File: src/rtl/lsu_hit_pkg.sv
// Shared encodings for the permission-checked hit stage.
package lsu_hit_pkg;
    typedef enum logic [1:0] {
        OP_LOAD  = 2'd0,
        OP_STORE = 2'd1,
        OP_FLUSH = 2'd2,
        OP_NONE  = 2'd3
    } lsu_op_e;
endpackage

File: src/rtl/lsu_way_match.sv
// Tag compare and permission check across all ways of one set.
// Assumes at most one way of a set holds a given tag; if several
// match, the highest-numbered one is reported.
module lsu_way_match
    import lsu_hit_pkg::*;
#(
    parameter int WAYS  = 2,
    parameter int TAG_W = 4,
    parameter int WAY_W = 1
) (
    input  logic [1:0]            op,
    input  logic [TAG_W-1:0]      req_tag,
    input  logic [WAYS*TAG_W-1:0] way_tag,
    input  logic [WAYS-1:0]       way_rd,
    input  logic [WAYS-1:0]       way_wr,
    output logic                  hit,
    output logic [WAY_W-1:0]      hit_way
);
    logic [WAYS-1:0] tag_eq;
    logic [WAYS-1:0] perm_ok;

    for (genvar w = 0; w < WAYS; w++) begin : g_way
        // compare this way's tag and select the permission the operation needs
        assign tag_eq[w]  = (way_tag[w*TAG_W +: TAG_W] == req_tag);
        assign perm_ok[w] = (op == OP_LOAD)  ? way_rd[w] :
                            (op == OP_STORE) ? way_wr[w] :
                            (op == OP_FLUSH) ? (way_rd[w] | way_wr[w]) : 1'b0;
    end

    // encode the index of the matching way
    always_comb begin
        hit_way = '0;
        for (int w = 0; w < WAYS; w++) begin
            if (tag_eq[w]) hit_way = WAY_W'(w);
        end
    end

    assign hit = |(tag_eq & perm_ok);
endmodule

File: src/rtl/lsu_line_store.sv
// Data array: one combinational read port and one byte-masked write port.
// Assumes the caller never needs read-after-write within the same cycle.
module lsu_line_store #(
    parameter int SETS       = 4,
    parameter int WAYS       = 2,
    parameter int LINE_BYTES = 4,
    parameter int SET_W      = 2,
    parameter int WAY_W      = 1,
    localparam int LINE_W    = LINE_BYTES * 8
) (
    input  logic                  clk,
    input  logic                  we,
    input  logic [SET_W-1:0]      set_idx,
    input  logic [WAY_W-1:0]      way_idx,
    input  logic [LINE_BYTES-1:0] be,
    input  logic [LINE_W-1:0]     wdata,
    output logic [LINE_W-1:0]     rdata
);
    logic [LINE_W-1:0] mem [SETS][WAYS];
    logic [LINE_W-1:0] merged;

    assign rdata = mem[set_idx][way_idx];

    for (genvar b = 0; b < LINE_BYTES; b++) begin : g_byte
        // take the new byte where enabled, otherwise keep the stored one
        assign merged[b*8 +: 8] = be[b] ? wdata[b*8 +: 8] : rdata[b*8 +: 8];
    end

    // commit the merged line
    always_ff @(posedge clk) begin
        if (we) mem[set_idx][way_idx] <= merged;
    end
endmodule

File: src/rtl/lsu_hit_stage.sv
// Hit stage: decides hit or miss from tag match plus per-line permissions,
// accesses the data array, and registers load, miss/recycle/sleep, flush
// and eviction results for one cycle. Assumes the upstream arbiter never
// presents a request together with a controller update.
module lsu_hit_stage
    import lsu_hit_pkg::*;
#(
    parameter int THREADS    = 4,
    parameter int WAYS       = 2,
    parameter int SETS       = 4,
    parameter int TAG_W      = 4,
    parameter int LINE_BYTES = 4,
    localparam int TID_W  = (THREADS > 1) ? $clog2(THREADS) : 1,
    localparam int SET_W  = (SETS > 1) ? $clog2(SETS) : 1,
    localparam int WAY_W  = (WAYS > 1) ? $clog2(WAYS) : 1,
    localparam int LINE_W = LINE_BYTES * 8,
    localparam int ADDR_W = TAG_W + SET_W
) (
    input  logic                  clk,
    input  logic                  rst_n,
    input  logic                  req_valid,
    input  logic [1:0]            req_op,
    input  logic [TID_W-1:0]      req_thread,
    input  logic [TAG_W-1:0]      req_tag,
    input  logic [SET_W-1:0]      req_set,
    input  logic [LINE_W-1:0]     req_wdata,
    input  logic [LINE_BYTES-1:0] req_be,
    input  logic [WAYS*TAG_W-1:0] way_tag,
    input  logic [WAYS-1:0]       way_rd,
    input  logic [WAYS-1:0]       way_wr,
    input  logic                  upd_valid,
    input  logic                  upd_evict,
    input  logic [SET_W-1:0]      upd_set,
    input  logic [WAY_W-1:0]      upd_way,
    input  logic [TAG_W-1:0]      upd_old_tag,
    input  logic [LINE_W-1:0]     upd_data,
    output logic                  ld_valid,
    output logic [TID_W-1:0]      ld_thread,
    output logic [LINE_W-1:0]     ld_data,
    output logic                  miss_valid,
    output logic [TID_W-1:0]      miss_thread,
    output logic [ADDR_W-1:0]     miss_addr,
    output logic [THREADS-1:0]    sleep_mask,
    output logic                  rcy_valid,
    output logic                  rcy_store,
    output logic [LINE_W-1:0]     rcy_wdata,
    output logic [LINE_BYTES-1:0] rcy_be,
    output logic                  flush_out,
    output logic                  evict_out,
    output logic [ADDR_W-1:0]     wb_addr,
    output logic [LINE_W-1:0]     wb_data
);
    logic                  hit;
    logic [WAY_W-1:0]      hit_way;
    logic                  load_hit, store_hit, flush_hit, access_miss;
    logic                  arr_we;
    logic [SET_W-1:0]      arr_set;
    logic [WAY_W-1:0]      arr_way;
    logic [LINE_BYTES-1:0] arr_be;
    logic [LINE_W-1:0]     arr_wdata, arr_rdata;

    logic                  ld_q, miss_q, flush_q, evict_q;
    logic [THREADS-1:0]    sleep_q;
    logic [TID_W-1:0]      thr_q;
    logic [ADDR_W-1:0]     addr_q, wb_addr_q;
    logic                  store_q;
    logic [LINE_W-1:0]     wdata_q, line_q;
    logic [LINE_BYTES-1:0] be_q;

    lsu_way_match #(.WAYS(WAYS), .TAG_W(TAG_W), .WAY_W(WAY_W)) u_match (
        .op      (req_op),
        .req_tag (req_tag),
        .way_tag (way_tag),
        .way_rd  (way_rd),
        .way_wr  (way_wr),
        .hit     (hit),
        .hit_way (hit_way)
    );

    // classify the request into hit kinds and access misses
    always_comb begin
        load_hit    = req_valid && (req_op == OP_LOAD)  && hit;
        store_hit   = req_valid && (req_op == OP_STORE) && hit;
        flush_hit   = req_valid && (req_op == OP_FLUSH) && hit;
        access_miss = req_valid && ((req_op == OP_LOAD) || (req_op == OP_STORE)) && !hit;
    end

    // steer the array port to the controller update or to the request
    always_comb begin
        arr_we    = upd_valid || store_hit;
        arr_set   = upd_valid ? upd_set  : req_set;
        arr_way   = upd_valid ? upd_way  : hit_way;
        arr_be    = upd_valid ? '1       : req_be;
        arr_wdata = upd_valid ? upd_data : req_wdata;
    end

    lsu_line_store #(
        .SETS(SETS), .WAYS(WAYS), .LINE_BYTES(LINE_BYTES),
        .SET_W(SET_W), .WAY_W(WAY_W)
    ) u_lines (
        .clk     (clk),
        .we      (arr_we),
        .set_idx (arr_set),
        .way_idx (arr_way),
        .be      (arr_be),
        .wdata   (arr_wdata),
        .rdata   (arr_rdata)
    );

    // event flags, cleared by reset
    always_ff @(posedge clk) begin
        if (!rst_n) begin
            ld_q    <= 1'b0;
            miss_q  <= 1'b0;
            flush_q <= 1'b0;
            evict_q <= 1'b0;
            sleep_q <= '0;
        end else begin
            ld_q    <= load_hit;
            miss_q  <= access_miss;
            flush_q <= flush_hit;
            evict_q <= upd_valid && upd_evict;
            sleep_q <= access_miss ? (THREADS'(1) << req_thread) : '0;
        end
    end

    // payload captured every cycle; meaningful only beside a flag
    always_ff @(posedge clk) begin
        thr_q     <= req_thread;
        addr_q    <= {req_tag, req_set};
        store_q   <= (req_op == OP_STORE);
        wdata_q   <= req_wdata;
        be_q      <= req_be;
        line_q    <= arr_rdata;
        wb_addr_q <= upd_valid ? {upd_old_tag, upd_set} : {req_tag, req_set};
    end

    assign ld_valid    = ld_q;
    assign ld_thread   = thr_q;
    assign ld_data     = line_q;
    assign miss_valid  = miss_q;
    assign miss_thread = thr_q;
    assign miss_addr   = addr_q;
    assign sleep_mask  = sleep_q;
    assign rcy_valid   = miss_q;
    assign rcy_store   = store_q;
    assign rcy_wdata   = wdata_q;
    assign rcy_be      = be_q;
    assign flush_out   = flush_q;
    assign evict_out   = evict_q;
    assign wb_addr     = wb_addr_q;
    assign wb_data     = line_q;

    assert_sleep_only_on_miss_R6: assert property (@(posedge clk) disable iff (!rst_n)
        !miss_valid |-> (sleep_mask == '0));
    assert_sleep_names_thread_R6: assert property (@(posedge clk) disable iff (!rst_n)
        miss_valid |-> (sleep_mask == (THREADS'(1) << miss_thread)));
    assert_single_event_R10: assert property (@(posedge clk) disable iff (!rst_n)
        $onehot0({ld_valid, miss_valid, flush_out, evict_out}));
    assert_update_alone_R10: assert property (@(posedge clk) disable iff (!rst_n)
        upd_valid |-> !req_valid);
    assert_miss_has_cause_R11: assert property (@(posedge clk) disable iff (!rst_n)
        miss_valid |-> $past(req_valid));
    assert_flush_has_cause_R8: assert property (@(posedge clk) disable iff (!rst_n)
        flush_out |-> $past(req_valid && (req_op == OP_FLUSH)));
    assert_evict_has_cause_R9: assert property (@(posedge clk) disable iff (!rst_n)
        evict_out |-> $past(upd_valid && upd_evict));
endmodule

File: config.mk
export PLATFORM = sky130hd
export DESIGN_NAME = lsu_hit_stage
export DESIGN_NICKNAME = d
export VERILOG_FILES = /design/src/rtl/lsu_hit_pkg.sv /design/src/rtl/lsu_way_match.sv /design/src/rtl/lsu_line_store.sv /design/src/rtl/lsu_hit_stage.sv
export SDC_FILE = /design/constraint.sdc
export NUM_CORES = 1
export LEC_CHECK = 0
export CAP_MARGIN = 20
export CORE_MARGIN = 5
export CORE_UTILIZATION = 40
export CTS_CLUSTER_DIAMETER = 80
export DETAILED_ROUTE_END_ITERATION = 6
export DONT_BUFFER_PORTS = 1
export REMOVE_ABC_BUFFERS = 1
export SLEW_MARGIN = 20
export SYNTH_ARGS = -nofsm -noshare
export SYNTH_HDL_FRONTEND = slang
export SYNTH_HIERARCHICAL = 1
export SYNTH_SLANG_ARGS = --single-unit
File: constraint.sdc
create_clock -name clk -period 6.1 [get_ports clk]
set_clock_uncertainty 0.2 [all_clocks]
set_input_delay 0.915 -clock clk [delete_from_list [all_inputs] [get_ports clk]]
set_output_delay 0.915 -clock clk [all_outputs]
set_load 0.005 [all_outputs]
Word level (Yosys, flattened, before mapping)
Memory sizes are Yosys's and may differ from the RTL's.
Cells that the tools add are included.
{ "op_classes": {"n_shift": 1, "reduce_logical": 16, "muxes": 23, "n_lt_le_gt_ge": 2, "n_bitwise": 4, "n_eq_ne": 4} }
{ "ops": {"columns": ["operator", "n"], "rows": [
  ["32-bit two-way mux", 5],
  ["64-bit two-way mux", 1],
  ["32-bit demux with 1-bit select", 1],
  ["8-bit two-way mux", 4],
  ["1-bit logical AND", 10],
  ["1-bit two-way mux", 9],
  ["4-bit equality test", 2],
  ["6-bit two-way mux", 1],
  ["4-bit two-way mux", 1],
  ["1-bit by 2-bit << shifter with 4-bit output (first input constant)", 1],
  ["2-bit AND", 1],
  ["2-bit by 1-bit equality test with 1-bit output (second input constant)", 1],
  ["2-bit equality test (second input constant)", 1],
  ["2-bit greater-or-equal comparator (second input constant)", 1],
  ["2-bit logical NOT", 1],
  ["1-bit logical OR", 2],
  ["2-bit by 1-bit less-than comparator with 1-bit output (second input constant)", 1],
  ["2-bit two-way mux", 1],
  ["1-bit inverter with 2-bit output", 1],
  ["1-bit OR", 2],
  ["2-bit AND reduction", 1],
  ["2-bit OR reduction", 1],
  ["1-bit logical NOT", 1]
]} }
{ "totals": {"register_bits": 91, "output_inout_bits": 126, "ram_bits": 256, "mem_count": 1} }
{ "mem_list": {"columns": ["memory", "words", "width", "read_ports", "rd_clocked_by_memory_dff", "write_ports", "line", "text"], "rows": [
  ["u_lines.mem", 4, 64, 1, 0, 1, "lsu_line_store.sv:19", "logic [LINE_W-1:0] mem [SETS][WAYS];"]
]} }

Logic depth before layout (Yosys ltp)
Gate-level depths: netlist (run 1).
{ "logic_depth": {"depth_word": 10, "depth_mapped": 11} }

By module
Netlist (run 1), hierarchy kept.
{ "by_module_without_submodules": {"columns": ["mod", "cells_per_inst", "seq_area_each_um2", "area_per_inst_um2", "instances"], "rows": [
  ["lsu_line_store", 602, 7687.4, 10442.5, 1],
  ["lsu_hit_stage", 188, 1821.7, 2864.0, 1],
  ["lsu_way_match", 16, 0.0, 140.1, 1]
]} }

Least setup slack after synthesis (run 1)
No wires, ideal clock.
{ "synth_path": {"path_kind": "input -> register", "startpoint": "input req_tag[1]", "endpoint": "memory u_lines/mem[0][0] (netlist name), enable pin", "slack_ns": 0.928, "arrival_time_ns": 4.511, "stages": 9, "setup_ns": 0.461, "required_ns": 5.439, "n_path_buf": 4, "cell_sequence": "xor2_1 nor4_4 mux2_2 buf_6 buf_8 buf_2 clkbuf_1 nand2_1 nor3_1"} }
{ "synth_via": {"elab_chain_len": 9, "word_cells_on_any_way": 16} }
{ "synth_rtl": {"columns": ["element", "line", "text"], "rows": [
  ["from (decl)", "lsu_hit_stage.sv:24", "input logic [TAG_W-1:0] req_tag,"],
  ["4-bit equality test (*)", "lsu_way_match.sv:24", "assign tag_eq[w] = (way_tag[w*TAG_W +: TAG_W] == req_tag);"],
  ["1-bit two-way mux (*)", "lsu_way_match.sv:34", "if (tag_eq[w]) hit_way = WAY_W'(w);"],
  ["via hit_way", "lsu_hit_stage.sv:54", "logic [WAY_W-1:0] hit_way;"],
  ["1-bit two-way mux (*)", "lsu_hit_stage.sv:92", "arr_way = upd_valid ? upd_way : hit_way;"],
  ["via arr_way", "lsu_hit_stage.sv:58", "logic [WAY_W-1:0] arr_way;"],
  ["1-bit inverter with 2-bit output (implied by the code) (*)", "lsu_line_store.sv:31", "if (we) mem[set_idx][way_idx] <= merged;"],
  ["2-bit greater-or-equal comparator (implied by the code) or 2-bit by 1-bit less-than comparator with 1-bit output (tied branches)", "lsu_line_store.sv:31", null],
  ["1-bit logical AND (implied by the code)", "lsu_line_store.sv:31", null],
  ["32-bit two-way mux (implied by the code)", "lsu_line_store.sv:31", null],
  ["32-bit demux with 1-bit select (*)", "lsu_line_store.sv:31", null],
  ["64-bit two-way mux (implied by the code) (*)", "lsu_line_store.sv:31", null],
  ["to (decl)", "lsu_line_store.sv:19", null]
]} }
Mark *: on every way through the listed nets, which the timed path passes. The rest lies on a longest branch.

Worst setup path after layout (run 1)
{ "layout_path": {"startpoint": "input req_tag[1]", "endpoint": "memory u_lines/mem[3][63] (netlist name) (data pin)"} }
{ "layout_via": {"elab_chain_len": 8} }
{ "layout_rtl": {"columns": ["element", "line", "text"], "rows": [
  ["4-bit equality test", "lsu_way_match.sv:24", null],
  ["1-bit two-way mux", "lsu_way_match.sv:34", null],
  ["via hit_way", "lsu_hit_stage.sv:54", null],
  ["1-bit two-way mux", "lsu_hit_stage.sv:92", null],
  ["via arr_way", "lsu_hit_stage.sv:58", null],
  ["1-bit inverter with 2-bit output (implied by the code)", "lsu_line_store.sv:22", "assign rdata = mem[set_idx][way_idx];"],
  ["32-bit two-way mux (implied by the code) (3 in series)", "lsu_line_store.sv:22", null],
  ["8-bit two-way mux", "lsu_line_store.sv:26", "assign merged[b*8 +: 8] = be[b] ? wdata[b*8 +: 8] : rdata[b*8 +: 8];"],
  ["via u_lines.merged[31]", "lsu_line_store.sv:20", "logic [LINE_W-1:0] merged;"]
]} }
The timed path passes the listed nets, and every way through them passes these cells. The select of a mux whose other input is x is not followed.

==> flow_summary.yaml, run 1 <==
status:
  status: "finished, final reports clean"
floorplanning:
  initial_core_util_pct: 40.3
  die_area_um2: 37400
  die_w_um: 193
  dieHeight_um: 193
  core_area_um2: 33400
  ios: 228
  rows: 67
timing:
  hold_ws_ps: 212
  worst_pin_slew_ps: 943
  timing.final.crit_share_pct: 61.7
  relSlewSlack_pct: 37.0
  rsz0062_at_grt: "false"
  max_freq_ghz: 0.266
  fin_crit_ps: 3760
  tns_ps: 0
  hold_viol: 0
  drv_slew: 0
  setup_viol: 0
grt:
  top_usage_layer: "met2"
  grt_max_degree: 59
  met3_usage_pct: 3.51
  globalRouteOverflowTotal: 0
  grt_pass1_wl_mm: 43.1
  grt_usage_pct: 14.9
  grt.met1_usage_pct: 19.8
  grtUsageMet2_pct: 24.5
  antenna_found_initial: 0
  grt_pass1_vias: 7032
place:
  place_congestion: 0.712
  dpl.hpwl_mm: 16.9
  io_buffers: 0
power:
  ir_drop_mv: 0.166
  cellPowerDensity_nw_per_um2: 366
  power_mw: 5.46
  p_leak_nw: 5.24
cts:
  clock_tree.buffer_depth: 3
  cts_tree: "done"
  cts_hold_buffers: 0
  cts_buffers: 39
  clk_latency_ps: 520
  path_clk_slew_ps: 60
  cts_sinks: 347
  post_cts_buffers: 0
  cts_root_buf: "clkbuf_16"
  ctsResizeCount: 0
  h-tree-depth: 2
drt:
  dr_total_vias: 6598
  antenna_left: 0
  routed_via_density: 5.22
  drc: 0
  wirelength_mm: 28.6
  firstDrtPassIters: 4
  wl_per_cell_um: 22.6
  drt_iter0_markers: 438
worst_setup_path:
  worstPathArrival_ps: 3770
  worstPathRequired_ps: 6110
  critPathKind: "primary input to register"
  worst_setup_path_end_kind: "register"
  cp-start-kind: "primary input"
  cp_max_fo: 22
synthesis:
  yosysUniqueCellTypes: 46
  synth-main-ff-cell: "edfxtp_1"
  syn-cell-area_um2: 13400
  ys_warn_count: 6
  synth-async-reset-ratio_pct: 0
  ys_seq_elements: 347
  syn_avg_cell_area_um2: 16.7
  synth_top_area_share_pct: 57.2
  synthTopCellsByArea: "edfxtp_1 (57%), dfxtp_1 (14%), mux2i_1 (4.8%)"
  ys_seq_area_share_pct: 70.7
  syn_inst: 806
  synth_edf_count: 256
  yosysTopAreaCell: "edfxtp_1"
layout:
  area_growth_pct: 10.9
  layout.nets: 889
  layout_common_cells: "edfxtp_1 (256), dfxtp_1 (91), mux2i_1 (64), mux2_2 (46), clkbuf_16 (41)"
  diodes: 0
  finish.utilization_pct: 44.7
  final_common_cell: "edfxtp_1"
  layout-drive-gt1-share_pct: 24.5
worst_hold_path:
  hold_path_class: "primary input to register"
job:
  cap_violations: 0
worst max-delay path, stage by stage:
cell     delay, ps
xor2_1         170
nor4_4         300
mux2_2         540
and2b_1        430
buf_4          340
a22oi_1        200
o21ai_1        120
o31ai_1        730
cell families after synthesis:
logic type / share of synthesized area [%]
simple gates: 3.79
xor+xnor: 0.521
buf+inv: 4.59
mux: 12.7
flops: 70.7
compound gates: 7.64
cell usage after synthesis (2+ instances only):
library cell	n
edfxtp_1	256
nor2b_1	3
dfxtp_1	91
buf_4	40
mux2i_1	64
xor2_1	8
inv_1	6
a211oi_1	4
buf_12	3
a21oi_1	2
buf_8	4
or2_2	4
nor3_1	4
o31ai_1	2
mux2_2	46
o221a_2	12
o22ai_1	16
nand2_1	25
a211o_1	4
buf_2	10
nor2_1	27
clkbuf_1	11
a32o_1	4
mux2_4	37
buf_6	7
and2_1	17
o2bb2ai_1	2
and3_1	2
o31ai_2	14
nand2b_1	4
o21ai_1	19
nor3b_1	2
a22oi_1	28
o22a_1	16
layout make-up:
cell class / count / area (µm²)
inverters: 6 / 22.5
fillers: 2953 / 18400
well taps: 448 / 561
flip-flops and latches: 347 / 9510
clock buffers: 49 / 1110
multi-input cells: 377 / 3390
clock inverters: 22 / 190
repair buffers: 16 / 140
state kept, by name (all words and copies together), names as in the netlist:
register     flops
ld_data         32
sleep_mask       4
rcy_wdata       32
evict_out        1
ld_thread        2
miss_addr        6
wb_addr          6
u_lines/mem    256
miss_valid       1
rcy_be           4
ld_valid         1
rcy_store        1
flush_out        1
per-stage QoR:
stage	worst slack (ps)	std cells	area (µm²)
after floorplan	1120	730	12900
after global placement	1780	1193	13600
after detailed placement	1680	1193	13600
after CTS	2250	1264	14900
after global routing	2060	1265	14900
final	2340	1265	14900
worst paths after layout:
| check | startpoint | end | slack, ps | depth (start not counted) |
|---|---|---|---|---|
| worst min-delay path | req_wdata[15] | rcy_wdata[15] | 210 | 0 |
| worst max register to register | u_lines/mem[1][63] | u_lines/mem[3][63] | 4130 | 4 |
| worst max-delay path | req_tag[1] | u_lines/mem[3][63] | 2340 | 8 |
| worst min register to register | u_lines/mem[1][33] | ld_data[1] | 340 | 1 |
per-layer routing:
| metal | wire, µm | up-vias | share of wire [%] |
|---|---|---|---|
| li1 | - | 3036 | - |
| met4 | 569 | 0 | 2.0 |
| met1 | 11900 | 3324 | 42 |
| met5 | 0 | - | 0 |
| met2 | 14100 | 196 | 49 |
| met3 | 1950 | 42 | 6.8 |
report_power, final:
group          switching, mW  leakage (nW)  internal, mW  total (mW)
Combinational          0.241          1.51         0.154       0.395
Clock                  0.916         0.630          1.41        2.33
Sequential            0.0580          3.09          2.68        2.74
No activity file was read; power rests on OpenSTA's default activity.
==> run 2, diff against run 1 <==
==> constraint.sdc (replaced) <==
create_clock -name clk -period 3.85 [get_ports clk]
set_clock_uncertainty 0.2 [all_clocks]
set_input_delay 0.5775 -clock clk [delete_from_list [all_inputs] [get_ports clk]]
set_output_delay 0.5775 -clock clk [all_outputs]
set_load 0.005 [all_outputs]
==> run 2 against run 1 <==
Compared with the run above: clock-buffer cell count up 5; sequential share of layout area down 2.5 points; sequential power up 58%; critical path type unchanged; critical endpoint is now u_lines/mem[3][4]; critical path depth unchanged; routed wire length up 4.6%; highest routed layer unchanged; die area unchanged.
==> flow_summary.yaml, run 2 (synthesized netlist as in run 1, its figures left out) <==
timing:
  rsz0062_at_grt: "false"
  setup_viol: 0
  timing.final.crit_share_pct: 73.3
  fin_crit_ps: 2820
  hold_viol: 0
  relSlewSlack_pct: 49.3
  drv_slew: 0
  max_freq_ghz: 0.354
  worst_slack_ps: 1030
  worst_pin_slew_ps: 753
cts:
  cts_buffers: 38
  cts_tree: "done"
  cts_root_buf: "clkbuf_16"
  clk_latency_ps: 520
  path_clk_slew_ps: 60
  clock_tree.buffer_depth: 3
  cts_sinks: 347
  h-tree-depth: 2
  ctsResizeCount: 0
worst_setup_path:
  cp_max_fo: 14
  crit_path_frequent_cell: "mux2_2"
  worst_setup_path_end_kind: "register"
  worstPathCellList: "xor2_1 > nor4_4 > mux2_2 > buf_4 > mux2_2 > o22a_1 > o221a_2 > mux2_2"
  worstPathRequired_ps: 3900
  cp-start-kind: "primary input"
  crit_buf_inv: 1
  critical_path.top_delay_family: "multiplexers"
  max_stage_delay_ps: 430
  crit_path_top_delay_cell: "mux2_2"
  worstPathArrival_ps: 2870
  critPathKind: "primary input to register"
  r2r_slack_ps: 1960
place:
  place_area_um2: 13800
  placed_cells: 1212
  place_ws_ps: 480
  io_buffers: 0
  dpl.hpwl_mm: 18.2
  place_congestion: 0.760
drt:
  drt_iter0_markers: 416
  wl_per_cell_um: 22.3
  routed_via_density: 5.15
  wirelength_mm: 29.9
  drc: 0
  firstDrtPassIters: 6
  dr_total_vias: 6906
  antenna_left: 0
floorplanning:
  dieHeight_um: 193
  rows: 67
  core_area_um2: 33400
  die_area_um2: 37400
  die_w_um: 193
  initial_core_util_pct: 40.3
  ios: 228
grt:
  antenna_found_initial: 0
  grt_max_degree: 46
  grt_usage_pct: 15.6
  globalRouteOverflowTotal: 0
  grt_pass1_vias: 7194
  grt_pass1_wl_mm: 45.4
layout:
  largest_reg_flops: 256
  area_growth_pct: 15.5
  layout_common_cells: "edfxtp_1 (256), dfxtp_1 (91), mux2i_1 (64), dlygate4sd3_1 (59), mux2_2 (46)"
  diodes: 0
  final_common_cell: "edfxtp_1"
  design_area_um2: 15500
  fillCellCount: 2913
  layout-drive-gt1-share_pct: 23.9
  layout.nets: 965
  fin_cells: 1340
  top_register: "u_lines/mem"
job:
  cap_violations: 0
power:
  ir_drop_mv: 0.308
  power_mw: 8.45
  cellPowerDensity_nw_per_um2: 544
  p_leak_nw: 5.53
status:
  status: "finished, final reports clean"
worst_hold_path:
  hold_path_class: "primary input to register"
## run 2: changes by cell type in the layout (fill, tap and decap cells not counted)
cell           previous run  this run
clkinvlp_4                4         2
clkbuf_8                  5         4
buf_16                    1         0
clkbuf_16                41        39
bufinv_16                 3         1
dlygate4sd3_1             0        59
clkinv_1                  7         2
inv_6                     0         1
clkbuf_1                  3        11
buf_4                    15        32
buf_12                    0         2
clkinv_4                  1         2
## run 2: final timing paths
kind | startpoint | to | cells past startpoint
hold / removal | req_valid | ld_valid | 1
setup / recovery | req_tag[1] | u_lines/mem[3][4] | 8
hold reg to reg | u_lines/mem[1][39] | ld_data[7] | 1
setup reg to reg | u_lines/mem[0][49] | u_lines/mem[0][49] | 4
## run 2: repair_timing
action                    4_1_cts  5_1_grt
hold endpoints to repair       56        0
hold buffers                   59        0
buffers inserted                0        0
## run 2: final cells by class
class	instances	area [µm²]	area share, %
Sequential cell	347	9510	61.2
Multi-Input combinational cell	377	3390	21.8
Clock buffer	54	1070	6.90
Timing Repair Buffer	93	871	5.61
Tap cell	448	561	3.61
Clock inverter	15	114	0.733
Inverter	6	22.5	0.145
## run 2: where the power goes
group,switching (mW),internal (mW),leakage [nW]
combinational,0.406,0.300,1.86
clock,1.40,2.01,0.580
sequential,0.0884,4.25,3.09
## run 2: per-layer routing
| layer | global-route usage, % | vias to the layer above | share of wire (%) |
|---|---|---|---|
| met3 | 3.22 | 42 | 5.9 |
| met5 | 0 | - | 0 |
| met4 | 3.59 | 0 | 1.6 |
| met2 | 26.3 | 231 | 49 |
| li1 | - | 3174 | - |
| met1 | 21.0 | 3459 | 43 |
## run 2: worst register-to-register path: stages (launching register included)
cell and delay, ps:
edfxtp_1 360, mux2_2 270, o22a_1 190, o221a_2 270, mux2_2 340
## run 2: per-stage QoR
step / utilization, % / hold WS, ps / TNS, ps
floorplan: - / 294 / -79250
global placement: 41.2 / 325 / 0
detailed placement: 41.2 / 336 / 0
CTS: 46.6 / 0.945 / 0
global route: 46.6 / 5.80 / 0
finish: 46.6 / 27.2 / 0
